==> config.mk <==
export PLATFORM = sky130hd
export DESIGN_NAME = mgmt_serial_master
export DESIGN_NICKNAME = d
export VERILOG_FILES = /design/src/rtl/mgmt_pkg.sv /design/src/rtl/mgmt_clk_div.sv /design/src/rtl/mgmt_frame_seq.sv /design/src/rtl/mgmt_serial_master.sv
export SDC_FILE = /design/constraint.sdc
export NUM_CORES = 1
export LEC_CHECK = 0
export ABC_CLOCK_PERIOD_IN_PS = 1900
export CAP_MARGIN = 20
export CORE_ASPECT_RATIO = 0.5
export CORE_MARGIN = 2
export CORE_UTILIZATION = 50
export CTS_BUF_LIST = sky130_fd_sc_hd__clkbuf_16
export DETAILED_ROUTE_END_ITERATION = 8
export PLACE_DENSITY_LB_ADDON = 0.2
export SLEW_MARGIN = 20
export SYNTH_ARGS = -nofsm -noshare
export SYNTH_HDL_FRONTEND = slang
export SYNTH_SLANG_ARGS = --single-unit
==> constraint.sdc <==
create_clock -name clk -period 1.9 [get_ports clk]
set_input_delay 0.475 -clock clk [delete_from_list [all_inputs] [get_ports clk]]
set_output_delay 0.475 -clock clk [all_outputs]
set_load 0.005 [all_outputs]
==> src/rtl/mgmt_pkg.sv <==
package mgmt_pkg;
  localparam int FRAME_BITS = 64;
  localparam int DATA_BITS  = 16;
  localparam int FLD_BITS   = 5;
  localparam int CNT_W      = 7;
  localparam logic [CNT_W-1:0] TA_IDX   = 7'd46;
  localparam logic [CNT_W-1:0] DATA_IDX = 7'd48;
  localparam logic [CNT_W-1:0] LAST_IDX = 7'd63;

  typedef enum logic [1:0] {
    OPC_WRITE = 2'b01,
    OPC_READ  = 2'b10
  } mgmt_opc_e;

  // Whole serial frame, MSB leaves first.
  function automatic logic [FRAME_BITS-1:0] build_frame(
      input logic is_rd, input logic [FLD_BITS-1:0] pa,
      input logic [FLD_BITS-1:0] ra, input logic [DATA_BITS-1:0] wd);
    mgmt_opc_e opc;
    logic [1:0] ta;
    logic [DATA_BITS-1:0] dat;
    opc = is_rd ? OPC_READ : OPC_WRITE;
    ta  = is_rd ? 2'b11 : 2'b10;
    dat = is_rd ? '1 : wd;
    return {32'hFFFF_FFFF, 2'b01, opc, pa, ra, ta, dat};
  endfunction

  function automatic logic [31:0] cfg_word(input logic en, input logic [5:0] div);
    logic [31:0] w;
    w = '0;
    w[6] = en;
    w[5:0] = div;
    return w;
  endfunction
endpackage

==> src/rtl/mgmt_clk_div.sv <==
module mgmt_clk_div #(
  parameter int DIV_W = 6
) (
  input  logic             clk,
  input  logic             rst_n,
  input  logic             run,
  input  logic [DIV_W-1:0] div,
  output logic             mdc,
  output logic             rise_p,
  output logic             fall_p
);
  logic [DIV_W-1:0] cnt;
  logic             wrap;

  assign wrap   = run && (cnt == div);
  assign rise_p = wrap && !mdc;
  assign fall_p = wrap && mdc;

  always_ff @(posedge clk) begin
    if (!rst_n || !run) begin
      cnt <= '0;
      mdc <= 1'b0;
    end else if (wrap) begin
      cnt <= '0;
      mdc <= ~mdc;
    end else begin
      cnt <= cnt + 1'b1;
    end
  end

  p_edges_follow_mdc_r3: assert property (@(posedge clk) disable iff (!rst_n)
    rise_p |=> mdc);
endmodule

==> src/rtl/mgmt_frame_seq.sv <==
module mgmt_frame_seq
  import mgmt_pkg::*;
(
  input  logic                 clk,
  input  logic                 rst_n,
  input  logic                 start,
  input  logic                 is_rd,
  input  logic [FLD_BITS-1:0]  pa,
  input  logic [FLD_BITS-1:0]  ra,
  input  logic [DATA_BITS-1:0] wd,
  input  logic                 rise_p,
  input  logic                 fall_p,
  input  logic                 mdio_i,
  output logic                 busy,
  output logic                 mdio_o,
  output logic                 mdio_oe,
  output logic                 done_p,
  output logic [DATA_BITS-1:0] rd_data
);
  logic [FRAME_BITS-1:0] shreg;
  logic [CNT_W-1:0]      bitcnt;
  logic [DATA_BITS-1:0]  rd_sh;
  logic                  last_seen;
  logic                  rd_op;

  assign mdio_o = shreg[FRAME_BITS-1];
  assign done_p = busy && fall_p && last_seen;

  always_ff @(posedge clk) begin
    if (!rst_n) begin
      shreg     <= '0;
      bitcnt    <= '0;
      rd_sh     <= '0;
      last_seen <= 1'b0;
      rd_op     <= 1'b0;
      busy      <= 1'b0;
      mdio_oe   <= 1'b0;
      rd_data   <= '0;
    end else if (start && !busy) begin
      shreg     <= build_frame(is_rd, pa, ra, wd);
      bitcnt    <= '0;
      last_seen <= 1'b0;
      rd_op     <= is_rd;
      busy      <= 1'b1;
      mdio_oe   <= 1'b1;
    end else if (busy) begin
      if (rise_p) begin
        bitcnt <= bitcnt + 1'b1;
        if (bitcnt >= DATA_IDX) rd_sh <= {rd_sh[DATA_BITS-2:0], mdio_i};
        if (bitcnt == LAST_IDX) last_seen <= 1'b1;
      end
      if (fall_p) begin
        if (last_seen) begin
          busy    <= 1'b0;
          mdio_oe <= 1'b0;
          if (rd_op) rd_data <= rd_sh;
        end else begin
          shreg <= {shreg[FRAME_BITS-2:0], 1'b1};
          if (rd_op && bitcnt == TA_IDX) mdio_oe <= 1'b0;
        end
      end
    end
  end

  p_oe_needs_busy_r5: assert property (@(posedge clk) disable iff (!rst_n)
    mdio_oe |-> busy);
  p_mdio_after_fall_r3: assert property (@(posedge clk) disable iff (!rst_n)
    (busy && $past(busy) && !$stable(mdio_o)) |-> $past(fall_p));
  p_write_keeps_oe_r6: assert property (@(posedge clk) disable iff (!rst_n)
    (busy && !rd_op) |-> mdio_oe);
  p_read_oe_released_r5: assert property (@(posedge clk) disable iff (!rst_n)
    (busy && rd_op && bitcnt > DATA_IDX) |-> !mdio_oe);
endmodule

==> src/rtl/mgmt_serial_master.sv <==
module mgmt_serial_master
  import mgmt_pkg::*;
#(
  parameter int ADDR_W    = 2,
  parameter int DIV_W     = 6,
  parameter int DIV_RESET = 29
) (
  input  logic              clk,
  input  logic              rst_n,
  input  logic              req_valid,
  output logic              req_ready,
  input  logic              req_write,
  input  logic [ADDR_W-1:0] req_addr,
  input  logic [31:0]       req_wdata,
  output logic              rsp_valid,
  output logic [31:0]       rsp_rdata,
  output logic              mdc,
  output logic              mdio_o,
  output logic              mdio_oe,
  input  logic              mdio_i
);
  localparam logic [ADDR_W-1:0] A_CFG = ADDR_W'(0);
  localparam logic [ADDR_W-1:0] A_CTL = ADDR_W'(1);
  localparam logic [ADDR_W-1:0] A_WD  = ADDR_W'(2);

  logic                 cfg_en;
  logic [DIV_W-1:0]     cfg_div;
  logic [FLD_BITS-1:0]  ctl_pa, ctl_ra;
  logic                 ctl_rd, ctl_wr;
  logic [DATA_BITS-1:0] wd_reg;
  logic [DATA_BITS-1:0] rd_data;
  logic                 busy, rise_p, fall_p, done_p;
  logic                 wr_cfg, wr_ctl, start_p;
  logic [31:0]          rd_mux;
  logic                 unused_wbits;

  assign req_ready    = 1'b1;
  assign wr_cfg       = req_valid && req_write && req_addr == A_CFG && !busy;
  assign wr_ctl       = req_valid && req_write && req_addr == A_CTL && !busy;
  assign start_p      = wr_ctl && req_wdata[11] && cfg_en;
  assign unused_wbits = ^{req_wdata[31:29], req_wdata[23:21], req_wdata[13:12],
                          req_wdata[10:7], done_p};

  always_ff @(posedge clk) begin
    if (!rst_n) begin
      cfg_en  <= 1'b0;
      cfg_div <= DIV_W'(DIV_RESET);
      ctl_pa  <= '0;
      ctl_ra  <= '0;
      ctl_rd  <= 1'b0;
      ctl_wr  <= 1'b0;
      wd_reg  <= '0;
    end else begin
      if (wr_cfg) begin
        cfg_en  <= req_wdata[6];
        cfg_div <= req_wdata[DIV_W-1:0];
      end
      if (wr_ctl) begin
        ctl_pa <= req_wdata[28:24];
        ctl_ra <= req_wdata[20:16];
        ctl_rd <= req_wdata[15];
        ctl_wr <= req_wdata[14];
      end
      if (req_valid && req_write && req_addr == A_WD) wd_reg <= req_wdata[15:0];
    end
  end

  always_comb begin
    rd_mux = '0;
    case (req_addr)
      A_CFG: rd_mux = cfg_word(cfg_en, 6'(cfg_div));
      A_CTL: begin
        rd_mux[28:24] = ctl_pa;
        rd_mux[20:16] = ctl_ra;
        rd_mux[15]    = ctl_rd;
        rd_mux[14]    = ctl_wr;
        rd_mux[7]     = !busy;
      end
      A_WD:    rd_mux[15:0] = wd_reg;
      default: rd_mux[15:0] = rd_data;
    endcase
  end

  always_ff @(posedge clk) begin
    if (!rst_n) begin
      rsp_valid <= 1'b0;
      rsp_rdata <= '0;
    end else begin
      rsp_valid <= req_valid && !req_write;
      if (req_valid && !req_write) rsp_rdata <= rd_mux;
    end
  end

  mgmt_clk_div #(.DIV_W(DIV_W)) u_div (
    .clk(clk), .rst_n(rst_n), .run(busy), .div(cfg_div),
    .mdc(mdc), .rise_p(rise_p), .fall_p(fall_p)
  );

  mgmt_frame_seq u_seq (
    .clk(clk), .rst_n(rst_n), .start(start_p), .is_rd(req_wdata[15]),
    .pa(req_wdata[28:24]), .ra(req_wdata[20:16]), .wd(wd_reg),
    .rise_p(rise_p), .fall_p(fall_p), .mdio_i(mdio_i),
    .busy(busy), .mdio_o(mdio_o), .mdio_oe(mdio_oe), .done_p(done_p),
    .rd_data(rd_data)
  );

  p_idle_mdc_low_r3: assert property (@(posedge clk) disable iff (!rst_n)
    !busy |-> !mdc);
  p_start_when_enabled_r8: assert property (@(posedge clk) disable iff (!rst_n)
    $rose(busy) |-> $past(cfg_en));
  p_cfg_frozen_r9: assert property (@(posedge clk) disable iff (!rst_n)
    (busy && $past(busy)) |-> ($stable(cfg_div) && $stable(ctl_pa) && $stable(ctl_ra)));
  p_busy_from_start_r7: assert property (@(posedge clk) disable iff (!rst_n)
    $rose(busy) |-> $past(start_p));
endmodule

==> metrics.md <==
| Metric | Value |
|---|---|
| Synthesized-area fraction occupied by adder cells | 0.00696 |
| Initial antenna violation count | 0 |
| Sw frac | 0.243 |
| Post-synthesis mux area share | 0.0722 |
| Die height | 88.8 microns |
| Period utilization | 0.978 |
| Maximum VDD drop | 0.000530 V |
| Placement Cell Area | 0.00830 sq mm |
| Finished Core Util | 0.656 |
| DR WL met2 | between 7 and 8 mm |
| Post-Synth Simple-Gate Area | 0.186 |
| I/O pin cnt | 76 |
| CTS buffer count | 17 |
| Cell Chain, Critical Path | xor2_1 -> or4b_4 -> buf_4 -> o21ai_4 -> buf_12 -> o221ai_1 |
| # clock sinks | 176 |
| Leak pwr | between 3 and 4 nW |
| Share of layout cells above drive strength 1 | 0.150 |
| Gate power share | 0.049 |
| Synth async-reset ratio | 0 |
| CTS tree | built |
| GRT Util Overall | 0.237 |
| Maxcap violations | 0 |
| Final worst setup slack | approximately 0.04 ns |
| Skew final | 0.0116 ns |
| Data arrival, critical path | 2.15 ns |
| Initial Utilization | 0.521 |
| Total number of vias | 6232 |
| Synth cell types | 55 |
| CP max FO | 12 |
| Core ar. | 0.0138 sq mm |
| Router iterations before antenna repair | 5 |
| Die Wd | 174 microns |
| Register area share after synthesis | 0.490 |
| Synthesized instance count | roughly 800 |
| Clock share of power | 0.460 |
| Std-Cell Rows | 30 |
| ANT nets after route | 0 |
| XOR/XNOR Fraction of Synth Area | 0.0122 |
| CP Class | reg2reg |
| Top cell family by delay on the critical path | simple AND/OR/NAND/NOR gates |
| Number of buffers inserted by hold repair at cts | 0 |
| Drt initial violations | 491 |
| First-pass GRT wire length | roughly 29 mm |
| Synth Area per Inst | roughly 9.0 sq um |
| Final worst path period need | 1.86 ns |
| Max reg flops | 64 |
| H-tree levels | 4 |
| Placed cell count | 1048 |
| Vias in the first global route | 5782 |
| Slew margin rel. | 0.603 |
| Sequential share of power | 0.491 |
| Final std cells w/o fill | 1088 |
| Most flop-heavy register | u_seq.shreg |
| Power Total | 7.62 mW |
| DR WL met3 | 1.12 mm |
| Synth Register Bits | ~180 |
| Crit path buf inv count | 2 |
| Synth top area share | 0.490 |
| Clk buf depth | 2 |
| Worst slew pin tran | 0.596 ns |
| Clock root buffer | clkbuf_16 |
| Synth area leader | dfxtp_1 |
| Crit end category | register |
| Top routing layer in use | met4 |
| Area grow syn2layout | 25.9% |
| WL final | ~18 mm |
| Status | finished, final reports clean |
| Largest family of logic cells by synthesized area | simple AND/OR/NAND/NOR gates |
| Gr ovfl total | 0 |
| Final Wtd Congestion | 0.814 |
| Largest cells by area after synthesis | dfxtp_1 (49%), nand2_1 (7.7%), mux2i_1 (4.9%) |
| Vias per cell | 5.73 |
| DR WL/cell | 16.6 microns |
| # port buffers | 62 |
| Req. time, crit path | 2.19 ns |
| Crit start category | register |
| Max incr delay on CP | 0.60 ns |
| Switching component of the power | 1.85 mW |
| Largest net degree at the start of global routing | 66 |
| F_max | 538 MHz |
| Post-Synthesis Cell Area | roughly 0.0072 sq mm |
| Hold WC Path Type | reg2reg |
| Worst-path clk slew | 0.07 ns |
| Area of the die | 0.0154 sq mm |
| Slowest-stage cell, CP | or4b_4 |
| Worst-Skew Late Latency | between 0.4 and 0.5 ns |
| P_int | 5.77 mW |
| Endpoints failing setup | 0 |
| Compound-cell area share of the yosys netlist | 0.179 |
| Antenna cells | 0 |
| Remaining DRCs | 0 |
| Hold Fails Final Rpt | 0 |
| Max-slew violation count | 0 |
| EDFF count, synth | 0 |
| WL met1 | 8.78 mm |
| Synthesis Warnings | 0 |
| Place WS | -0.356 ns |
| Top flop regs | u_seq.shreg (64), rsp_rdata (26) |
| Most used DFF post-synth | dfxtp_1 |
| Hpwl dp | 11.5 mm |
| Nets | 926 |
| Cell area after layout | between 0.009 and 0.01 sq mm |
| Pwr/cell area | 842 mW/mm^2 |
-- worst min-delay path, stage by stage, from the launching register on --
cell     delay [ns]
dfxtp_1        0.31
nand2_1        0.05
a21oi_1        0.05
-- worst paths after layout --
check	startpoint	slack [ns]	to	cells after the start
setup / recovery	cfg_div[3]	0.04	u_seq.shreg[25]	6
hold / removal	ctl_pa[2]	0.46	ctl_pa[2]	2
setup reg to reg	cfg_div[3]	0.04	u_seq.shreg[25]	6
hold reg to reg	ctl_pa[2]	0.46	ctl_pa[2]	2
-- cells in the mapped netlist (3+ instances only) --
cell type / count
dfxtp_1: 176
buf_4: 11
nand4b_1: 3
ha_1: 4
a22oi_1: 16
nand2_1: 148
nor2_1: 63
a221oi_1: 10
nand3_1: 17
o31ai_1: 4
o211ai_1: 16
clkbuf_1: 45
mux2i_1: 35
o21ai_0: 7
mux2_2: 15
xor2_1: 5
o221ai_1: 25
buf_2: 11
inv_1: 6
xnor2_1: 5
a21oi_1: 43
a31oi_1: 4
buf_1: 5
nor2b_1: 3
nor3_1: 37
a211oi_1: 25
nand4_1: 8
or3_1: 3
nand2b_1: 4
a211o_1: 9
o311a_1: 9
-- routing by layer --
metal,GRT usage,vias up
li1,-,3033
met1,0.329,3010
met2,0.380,176
met3,0.0412,13
met4,0.0794,0
met5,0,-
-- kinds of logic after synthesis --
family                     after synthesis
and+or+nand+nor                        301
AOI/OAI and AO/OA                      176
DFF                                    176
buffers and inverters                   82
muxes                                   50
xor gates and xnor gates                10
adders and majority gates                4
other                                    2
-- layout by cell type, fill, tap and decap left out, types with 4 or more instances in the layout --
cell / netlist / final
nor3_1: 37 / 36
mux2_2: 15 / 15
nand4_1: 8 / 8
clkdlybuf4s50_1: 0 / 60
mux2i_1: 35 / 35
a211oi_1: 25 / 25
buf_12: 0 / 13
a31oi_1: 4 / 4
o31ai_1: 4 / 4
o221ai_1: 25 / 25
o211ai_1: 16 / 16
nand3_1: 17 / 17
ha_1: 4 / 4
nand2b_1: 4 / 4
xor2_1: 5 / 5
inv_6: 0 / 4
o21ai_0: 7 / 7
buf_4: 11 / 53
nor2_1: 63 / 62
a211o_1: 9 / 9
dfxtp_1: 176 / 176
a22oi_1: 16 / 16
conb_1: 2 / 7
a21oi_1: 43 / 43
clkbuf_16: 0 / 18
o311a_1: 9 / 9
a221oi_1: 10 / 10
inv_1: 6 / 6
xnor2_1: 5 / 5
nand2_1: 148 / 147
-- power by group through the flow --
stage | clock network (mW) | logic [mW] | registers (mW)
floorplan | 0 | 0.178 | 3.82
global placement | 0 | 0.365 | 3.83
detailed placement | 0 | 0.369 | 3.83
CTS | 3.55 | 0.372 | 3.74
global route | 3.72 | 0.406 | 3.74
finish | 3.50 | 0.375 | 3.74
-- final cells by class --
| class | count | area, sq um |
|---|---|---|
| fillers | 1109 | 4760 |
| flip-flops and latches | 176 | 3520 |
| multi-input cells | 550 | 3360 |
| repair buffers | 130 | 1310 |
| clock buffers | 17 | 425 |
| well taps | 192 | 240 |
| clock inverters | 15 | 170 |
| inverters | 8 | 30.0 |
-- stage by stage --
step	setup TNS, ns	hold slack (ns)
after floorplan	0	0.431
after global placement	-33.78	0.439
after detailed placement	-37.63	0.444
after CTS	0	0.456
after global routing	-0.0980	0.476
final	0	0.456
-- what timing repair did --
item	4_1_cts	5_1_grt
endpoints found under the setup margin	36	63
hold endpoints to repair	0	0
setup buffers	1	4
gates cloned	1	2
gates resized for setup	7	5
pin swaps	1	4
Note: power is estimated with default switching activity, not from simulation.
